**config.mk**
```make
export PLATFORM = sky130hd
export DESIGN_NAME = addr_xlate
export DESIGN_NICKNAME = d
export VERILOG_FILES = /design/src/rtl/xlate_pkg.sv /design/src/rtl/xl_blk_array.sv /design/src/rtl/xl_page_buf.sv /design/src/rtl/addr_xlate.sv
export SDC_FILE = /design/constraint.sdc
export NUM_CORES = 2
export LEC_CHECK = 0
export BUFFER_PORTS_ARGS = -buffer_cell sky130_fd_sc_hd__clkbuf_2
export CAP_MARGIN = 20
export CORE_MARGIN = 3
export CORE_UTILIZATION = 30
export CTS_BUF_LIST = sky130_fd_sc_hd__clkbuf_4
export CTS_CLUSTER_DIAMETER = 150
export DETAILED_ROUTE_END_ITERATION = 10
export GPL_TIMING_DRIVEN = 0
export PLACE_DENSITY = 0.53
export SYNTH_ARGS = -nofsm -noshare
export SYNTH_HDL_FRONTEND = slang
export SYNTH_HIERARCHICAL = 1
export SYNTH_SLANG_ARGS = --single-unit
```
**constraint.sdc**
```tcl
create_clock -name clk -period 6 [get_ports clk]
set_clock_uncertainty 0.05 [all_clocks]
set_input_delay 0.9 -clock clk [delete_from_list [all_inputs] [get_ports clk]]
set_output_delay 0.9 -clock clk [all_outputs]
set_load 0.02 [all_outputs]
```
**src/rtl/xlate_pkg.sv**
```systemverilog
package xlate_pkg;
    localparam int AW      = 32;
    localparam int PG_LSB  = 12;
    localparam int BLK_LSB = 17;
    localparam int MW      = 11;
    localparam int BW      = AW - BLK_LSB;
    localparam int PW      = AW - PG_LSB;

    typedef enum logic [1:0] {
        XS_IDLE  = 2'd0,
        XS_HIT   = 2'd1,
        XS_MISS  = 2'd2,
        XS_FAULT = 2'd3
    } xl_state_e;

    typedef struct packed {
        logic [BW-1:0] base;
        logic [MW-1:0] mask;
        logic [BW-1:0] phys;
        logic          sv;
        logic          uv;
        logic          ro;
    } blk_entry_t;
endpackage

```
**src/rtl/xl_blk_array.sv**
```systemverilog
module xl_blk_array
    import xlate_pkg::*;
#(
    parameter int N = 4,
    localparam int IW = (N > 1) ? $clog2(N) : 1
) (
    input  logic          clk,
    input  logic          rst_n,
    input  logic          we_i,
    input  logic [IW-1:0] widx_i,
    input  blk_entry_t    wentry_i,
    input  logic [AW-1:0] ea_i,
    input  logic          super_i,
    output logic          hit_o,
    output logic          ro_o,
    output logic [AW-1:0] pa_o
);
    blk_entry_t    ent_q [N];
    logic [N-1:0]  match;
    logic [AW-1:0] cand_pa [N];
    logic [IW-1:0] sel;

    always_ff @(posedge clk or negedge rst_n) begin
        if (!rst_n) begin
            for (int i = 0; i < N; i++) ent_q[i] <= '0;
        end else if (we_i) begin
            ent_q[widx_i] <= wentry_i;
        end
    end

    for (genvar g = 0; g < N; g++) begin : g_ent
        logic [BW-1:0] emask;
        logic          priv_ok;
        assign emask      = {{(BW-MW){1'b0}}, ent_q[g].mask};
        assign priv_ok    = super_i ? ent_q[g].sv : ent_q[g].uv;
        assign match[g]   = ((((ea_i[AW-1:BLK_LSB] ^ ent_q[g].base) & ~emask) == '0)
                             && priv_ok);
        assign cand_pa[g] = {(ent_q[g].phys & ~emask) | (ea_i[AW-1:BLK_LSB] & emask),
                             ea_i[BLK_LSB-1:0]};
    end

    always_comb begin
        sel = '0;
        for (int i = N - 1; i >= 0; i--) begin
            if (match[i]) sel = i[IW-1:0];
        end
    end

    assign hit_o = |match;
    assign pa_o  = cand_pa[sel];
    assign ro_o  = ent_q[sel].ro;


    blk_load_chk: assert property (@(posedge clk) disable iff (!rst_n)
        we_i |=> ent_q[$past(widx_i)] == $past(wentry_i));
endmodule

```
**src/rtl/xl_page_buf.sv**
```systemverilog
module xl_page_buf
    import xlate_pkg::*;
#(
    parameter int SETS = 32,
    localparam int SW  = $clog2(SETS),
    localparam int TW  = AW - PG_LSB - SW
) (
    input  logic          clk,
    input  logic          rst_n,
    input  logic          lookup_i,
    input  logic [AW-1:0] ea_i,
    input  logic          inval_i,
    input  logic          fill_we_i,
    input  logic [PW-1:0] fill_vpn_i,
    input  logic [PW-1:0] fill_ppn_i,
    input  logic          fill_ro_i,
    output logic          hit_o,
    output logic          ro_o,
    output logic [AW-1:0] pa_o
);
    localparam int WAYS = 2;

    logic [SETS-1:0] vld_q [WAYS];
    logic [TW-1:0]   tag_q [WAYS][SETS];
    logic [PW-1:0]   ppn_q [WAYS][SETS];
    logic [SETS-1:0] ro_q  [WAYS];
    logic [SETS-1:0] lru_q;

    logic [SW-1:0]   lk_set;
    logic [TW-1:0]   lk_tag;
    logic [WAYS-1:0] way_hit;
    logic            hit_way;
    logic [SW-1:0]   f_set;
    logic [TW-1:0]   f_tag;
    logic            f_way;

    assign lk_set = ea_i[PG_LSB +: SW];
    assign lk_tag = ea_i[AW-1 -: TW];
    assign f_set  = fill_vpn_i[SW-1:0];
    assign f_tag  = fill_vpn_i[PW-1 -: TW];
    assign f_way  = lru_q[f_set];

    for (genvar w = 0; w < WAYS; w++) begin : g_way
        assign way_hit[w] = vld_q[w][lk_set] && (tag_q[w][lk_set] == lk_tag);
    end

    assign hit_way = !way_hit[0];
    assign hit_o   = |way_hit;
    assign ro_o    = ro_q[hit_way][lk_set];
    assign pa_o    = {ppn_q[hit_way][lk_set], ea_i[PG_LSB-1:0]};

    always_ff @(posedge clk or negedge rst_n) begin
        if (!rst_n) begin
            for (int w = 0; w < WAYS; w++) begin
                vld_q[w] <= '0;
                ro_q[w]  <= '0;
            end
            lru_q <= '0;
        end else begin
            if (lookup_i && hit_o) lru_q[lk_set] <= !hit_way;
            if (inval_i) begin
                for (int w = 0; w < WAYS; w++) vld_q[w] <= '0;
            end else if (fill_we_i) begin
                vld_q[f_way][f_set] <= 1'b1;
                ro_q[f_way][f_set]  <= fill_ro_i;
                lru_q[f_set]        <= !f_way;
            end
        end
    end

    always_ff @(posedge clk) begin
        if (fill_we_i && !inval_i) begin
            tag_q[f_way][f_set] <= f_tag;
            ppn_q[f_way][f_set] <= fill_ppn_i;
        end
    end


    flush_all_chk: assert property (@(posedge clk) disable iff (!rst_n)
        inval_i |=> !hit_o);


    victim_flip_chk: assert property (@(posedge clk) disable iff (!rst_n)
        (fill_we_i && !inval_i) |=> lru_q[$past(f_set)] != $past(lru_q[f_set]));
endmodule

```
**src/rtl/addr_xlate.sv**
```systemverilog
module addr_xlate
    import xlate_pkg::*;
#(
    parameter int BLK_N   = 4,
    parameter int PG_SETS = 32,
    localparam int IW     = (BLK_N > 1) ? $clog2(BLK_N) : 1
) (
    input  logic          clk,
    input  logic          rst_n,
    input  logic          req_i,
    input  logic [AW-1:0] ea_i,
    input  logic          super_i,
    input  logic          write_i,
    input  logic          inval_all_i,
    input  logic          blk_we_i,
    input  logic [IW-1:0] blk_idx_i,
    input  logic [BW-1:0] blk_base_i,
    input  logic [MW-1:0] blk_mask_i,
    input  logic [BW-1:0] blk_phys_i,
    input  logic          blk_sv_i,
    input  logic          blk_uv_i,
    input  logic          blk_ro_i,
    input  logic          pg_we_i,
    input  logic [PW-1:0] pg_vpn_i,
    input  logic [PW-1:0] pg_ppn_i,
    input  logic          pg_ro_i,
    output logic [AW-1:0] pa_o,
    output logic          hit_o,
    output logic          src_blk_o,
    output logic          miss_o,
    output logic          fault_o
);
    blk_entry_t    blk_wr;
    logic          b_hit, b_ro, p_hit, p_ro;
    logic [AW-1:0] b_pa, p_pa;

    xl_blk_array #(.N(BLK_N)) i_blk (
        .clk      (clk),
        .rst_n    (rst_n),
        .we_i     (blk_we_i),
        .widx_i   (blk_idx_i),
        .wentry_i (blk_wr),
        .ea_i     (ea_i),
        .super_i  (super_i),
        .hit_o    (b_hit),
        .ro_o     (b_ro),
        .pa_o     (b_pa)
    );

    assign blk_wr = '{base: blk_base_i, mask: blk_mask_i, phys: blk_phys_i,
                      sv: blk_sv_i, uv: blk_uv_i, ro: blk_ro_i};

    xl_page_buf #(.SETS(PG_SETS)) i_pg (
        .clk        (clk),
        .rst_n      (rst_n),
        .lookup_i   (req_i),
        .ea_i       (ea_i),
        .inval_i    (inval_all_i),
        .fill_we_i  (pg_we_i),
        .fill_vpn_i (pg_vpn_i),
        .fill_ppn_i (pg_ppn_i),
        .fill_ro_i  (pg_ro_i),
        .hit_o      (p_hit),
        .ro_o       (p_ro),
        .pa_o       (p_pa)
    );

    xl_state_e     state_q, state_d;
    logic [AW-1:0] pa_q, pa_d;
    logic          src_q, src_d;

    always_comb begin
        state_d = XS_IDLE;
        pa_d    = '0;
        src_d   = 1'b0;
        if (req_i) begin
            if (b_hit) begin
                src_d   = 1'b1;
                pa_d    = b_pa;
                state_d = (write_i && b_ro) ? XS_FAULT : XS_HIT;
            end else if (p_hit) begin
                pa_d    = p_pa;
                state_d = (write_i && p_ro) ? XS_FAULT : XS_HIT;
            end else begin
                state_d = XS_MISS;
            end
        end
    end

    always_ff @(posedge clk or negedge rst_n) begin
        if (!rst_n) begin
            state_q <= XS_IDLE;
            pa_q    <= '0;
            src_q   <= 1'b0;
        end else begin
            state_q <= state_d;
            pa_q    <= pa_d;
            src_q   <= src_d;
        end
    end

    always_comb begin
        pa_o      = '0;
        hit_o     = 1'b0;
        src_blk_o = 1'b0;
        miss_o    = 1'b0;
        fault_o   = 1'b0;
        unique case (state_q)
            XS_IDLE:  ;
            XS_HIT: begin
                hit_o     = 1'b1;
                pa_o      = pa_q;
                src_blk_o = src_q;
            end
            XS_MISS:  miss_o = 1'b1;
            XS_FAULT: begin
                fault_o   = 1'b1;
                src_blk_o = src_q;
            end
            default:  ;
        endcase
    end


    idle_result_chk: assert property (@(posedge clk) disable iff (!rst_n)
        !req_i |=> !hit_o && !miss_o && !fault_o);


    miss_report_chk: assert property (@(posedge clk) disable iff (!rst_n)
        (req_i && !b_hit && !p_hit) |=> miss_o && !hit_o);


    blk_first_chk: assert property (@(posedge clk) disable iff (!rst_n)
        (req_i && b_hit && !(write_i && b_ro)) |=> hit_o && src_blk_o);


    ro_fault_chk: assert property (@(posedge clk) disable iff (!rst_n)
        (req_i && write_i && b_hit && b_ro) |=> fault_o && !hit_o);
endmodule

```
==> results.cfg <==
[outcome]
status = finished, violations left
violations = setup timing

[synth]
synth_edf_count = 2240
synth_cell_type_count = 64
synth_cells = 5447
syn-num-nets = 5574
synth_area_um2 = 104000
synthFlopType = edfxtp_1
ys_seq_area_share_pct = 73.5
avgSynthCellArea_um2 = 19.1
async_reset_ff_share_pct = 14.2
yosys_warnings = 6
ys_seq_elements = 2611

[setup_path]
crit_path_max_incr_delay_ns = 0.74
crit_start = ea_i[16]
critPathSlowestCell = nor4_1
r2r_slack_ns = 0.62
start_kind = input port
crit_chain = clkbuf_2 > buf_2 > or4_1 > clkbuf_1 > buf_2 > o22ai_1 > nor4_1 > nand2_1 > xnor2_1 > nand4_1 > or4_1 > buf_2 > buf_2 > buf_2 > mux2i_1 > nor4_4 > nand2_1 > nand3b_1 > a21oi_1
r2r_cells = 15
end_kind = flip-flop
r2r-start = i_pg/tag_q[0][447]
cp_data_required_time_ns = 7.20
critPathMostFrequentCell = buf_2
crit_arrival_ns = 7.26
crit_type = input port to flip-flop
crit_fanout = 10

[place]
place_congestion = 0.867
post-place-ws_ns = -1.63
numPortBuffers = 148
hpwl_um = 227000

[sta]
setup_viol = 6
slew_viol_final = 0
worstMarginPinSlew_ns = 1.17
fmax_mhz = 165
setup_slack_ns = -0.0642
finalHoldViolations = 0
holdWs_ns = 0.190
finalCritPeriodShare_pct = 101
setup_tns_ns = -0.190
slew_headroom_pct = 21.9
period_needed_ns = 6.06

[finish]
final_util_pct = 36.2
drive_gt1_share_pct = 32.2
final_common_cell = edfxtp_1
mostFrequentLayoutCells = edfxtp_1, clkbuf_4, mux2i_1, mux4_2, nand2_1
area_growth_pct = 19.6
nets = 6687

[drt]
drt-pass1-iter-count = 6
drc = 0
vias = 60400
routed_wl_um = 343000
drtAntennaViolNets = 0
wire_per_inst_um = 29.5
drt_iter0_markers = 7260
vias_per_cell = 5.20

[floorplanning]
initial_core_util_pct = 30.2
num_rows = 215
core_area_um2 = 344000
dieWidth_um = 595
die-area_um2 = 354000
io_pins = 163
die_y_um = 595

[power]
power_leakage_nw = 43.8
power_density_nw_per_um2 = 310
ir_worst_vdd_mv = 0.153

[clock_tree]
cts.clk_slew.worst_paths_ns = 0.06
root_buffer = clkbuf_4
post-cts-setup-buffer-count = 0
cts_buffer_depth = 4
htreeDepth = 6
clkSinkCount = 2611
numCtsBuffers = 677
clock_latency_ns = 1.37
cts_tree = built

[min_path]
worstHoldStart = pg_ro_i
hp-class = input port to flip-flop
holdPathStages = 2

[global_route]
grt_pass1_vias = 61100
grt_max_degree = 111
antenna_found_initial = 35
grt_usage_pct = 18.9
grt_pass1_wl_um = 475000
gr-total-overflow = 0

[flow_run]
maxCapViolCount = 0
[area by class of cell]
class                      instances  area [um^2]
fill                           32400       220000
sequential                      2611        76500
multi-input combinational       2491        26300
clock buffer                    1011         7590
tap                             4557         5700
timing repair buffer             434         5470
buffer                           340         1800
clock inverter                   149         1010
antenna                           20         50.0
inverter                           5         20.0
[sequential cells by signal (all words and copies together), names as in the netlist]
signal / count
i_pg/vld_q: 64
state_q: 2
i_pg/ro_q: 64
i_pg/tag_q: 960
pa_q: 32
i_pg/lru_q: 32
i_blk/ent_q: 176
i_pg/ppn_q: 1280
src_q: 1
[what timing repair did]
action	CTS	global route
gates resized for setup	2	4
setup endpoints to repair	2	4
hold buffers	91	5
endpoints found under the hold margin	728	69
[cells by family (layout without fill, tap and decap cells)]
group                  count (synthesis)  count (layout)  share of synthesized area, %
buffers and inverters                345            1939                          1.75
other                                  0              20                             0
multiplexers                        1222            1222                          17.8
XOR/XNOR                              90              90                         0.779
AO/OA/AOI/OAI                        379             379                          2.40
AND/OR/NAND/NOR                      800             800                          3.69
flip-flops                          2611            2611                          73.5
[cell usage after synthesis (3+ instances only)]
library cell	n	area share [%]
a31oi_1	32	0.19
mux2i_1	491	4.7
or3_1	10	0.060
xnor2_1	75	0.63
and3b_1	3	0.025
nand2_1	448	1.6
edfxtp_1	2240	65
mux2_4	5	0.072
o21ai_1	5	0.024
nor3_1	3	0.014
nor2b_1	3	0.018
dfrtp_1	371	8.9
or4bb_2	3	0.036
nor4_1	77	0.46
clkbuf_1	131	0.47
xnor2_2	3	0.047
o21ai_0	27	0.13
nand2b_1	4	0.024
o22ai_1	143	0.86
or4b_1	4	0.038
a21oi_1	32	0.15
buf_2	72	0.35
or4_1	5	0.036
buf_6	25	0.27
mux2_1	152	1.6
and2_1	36	0.22
nor3b_1	8	0.058
mux2_2	94	1.0
buf_1	47	0.17
nand4b_1	3	0.025
nand3_1	32	0.15
a21o_1	64	0.46
mux4_2	480	10
nor2_1	80	0.29
nand3b_1	36	0.26
a22oi_1	68	0.49
nand4_1	25	0.15
buf_4	62	0.45
and3_1	3	0.018
xor2_1	12	0.10
[report_power, final]
group | switching [mW] | internal, mW | total [mW]
logic | 1.69 | 1.10 | 2.78
clock network | 7.27 | 8.16 | 15.4
registers | 0.238 | 20.1 | 20.3
total | 9.19 | 29.4 | 38.6
[per-layer routing]
layer  wire (um)  part of all wire (%)  GRT usage [%]
met2      159000                    46           29.7
met4       11500                   3.3           6.77
met1      143000                    42           26.1
met5          70                 0.020              0
met3       29400                   8.6           3.70
[final timing paths]
path | to
max | pa_q[27]
min | i_pg/ro_q[31]
max reg2reg | pa_q[27]
min reg2reg | i_pg/vld_q[18]
max in group asynchronous | i_pg/lru_q[26]
min in group asynchronous | pa_q[27]
[stage by stage]
| stage | std cells | total power, mW | area, um^2 |
|---|---|---|---|
| after floorplan | 5447 | 22.0 | 104000 |
| after global placement | 10200 | 23.2 | 111000 |
| after detailed placement | 10300 | 23.4 | 115000 |
| after CTS | 11600 | 38.9 | 124000 |
| after global routing | 11600 | 40.1 | 124000 |
| final | 11600 | 38.6 | 125000 |
[critical path: cells and delay by family]
| kind | cells | cell delay (ns) |
|---|---|---|
| and+or+nand+nor | 8 | 2.91 |
| AOI/OAI and AO/OA | 2 | 0.26 |
| xor gates and xnor gates | 1 | 0.29 |
| buffers and inverters | 7 | 2.42 |
| muxes | 1 | 0.43 |
(Power assumes the default switching activity.)
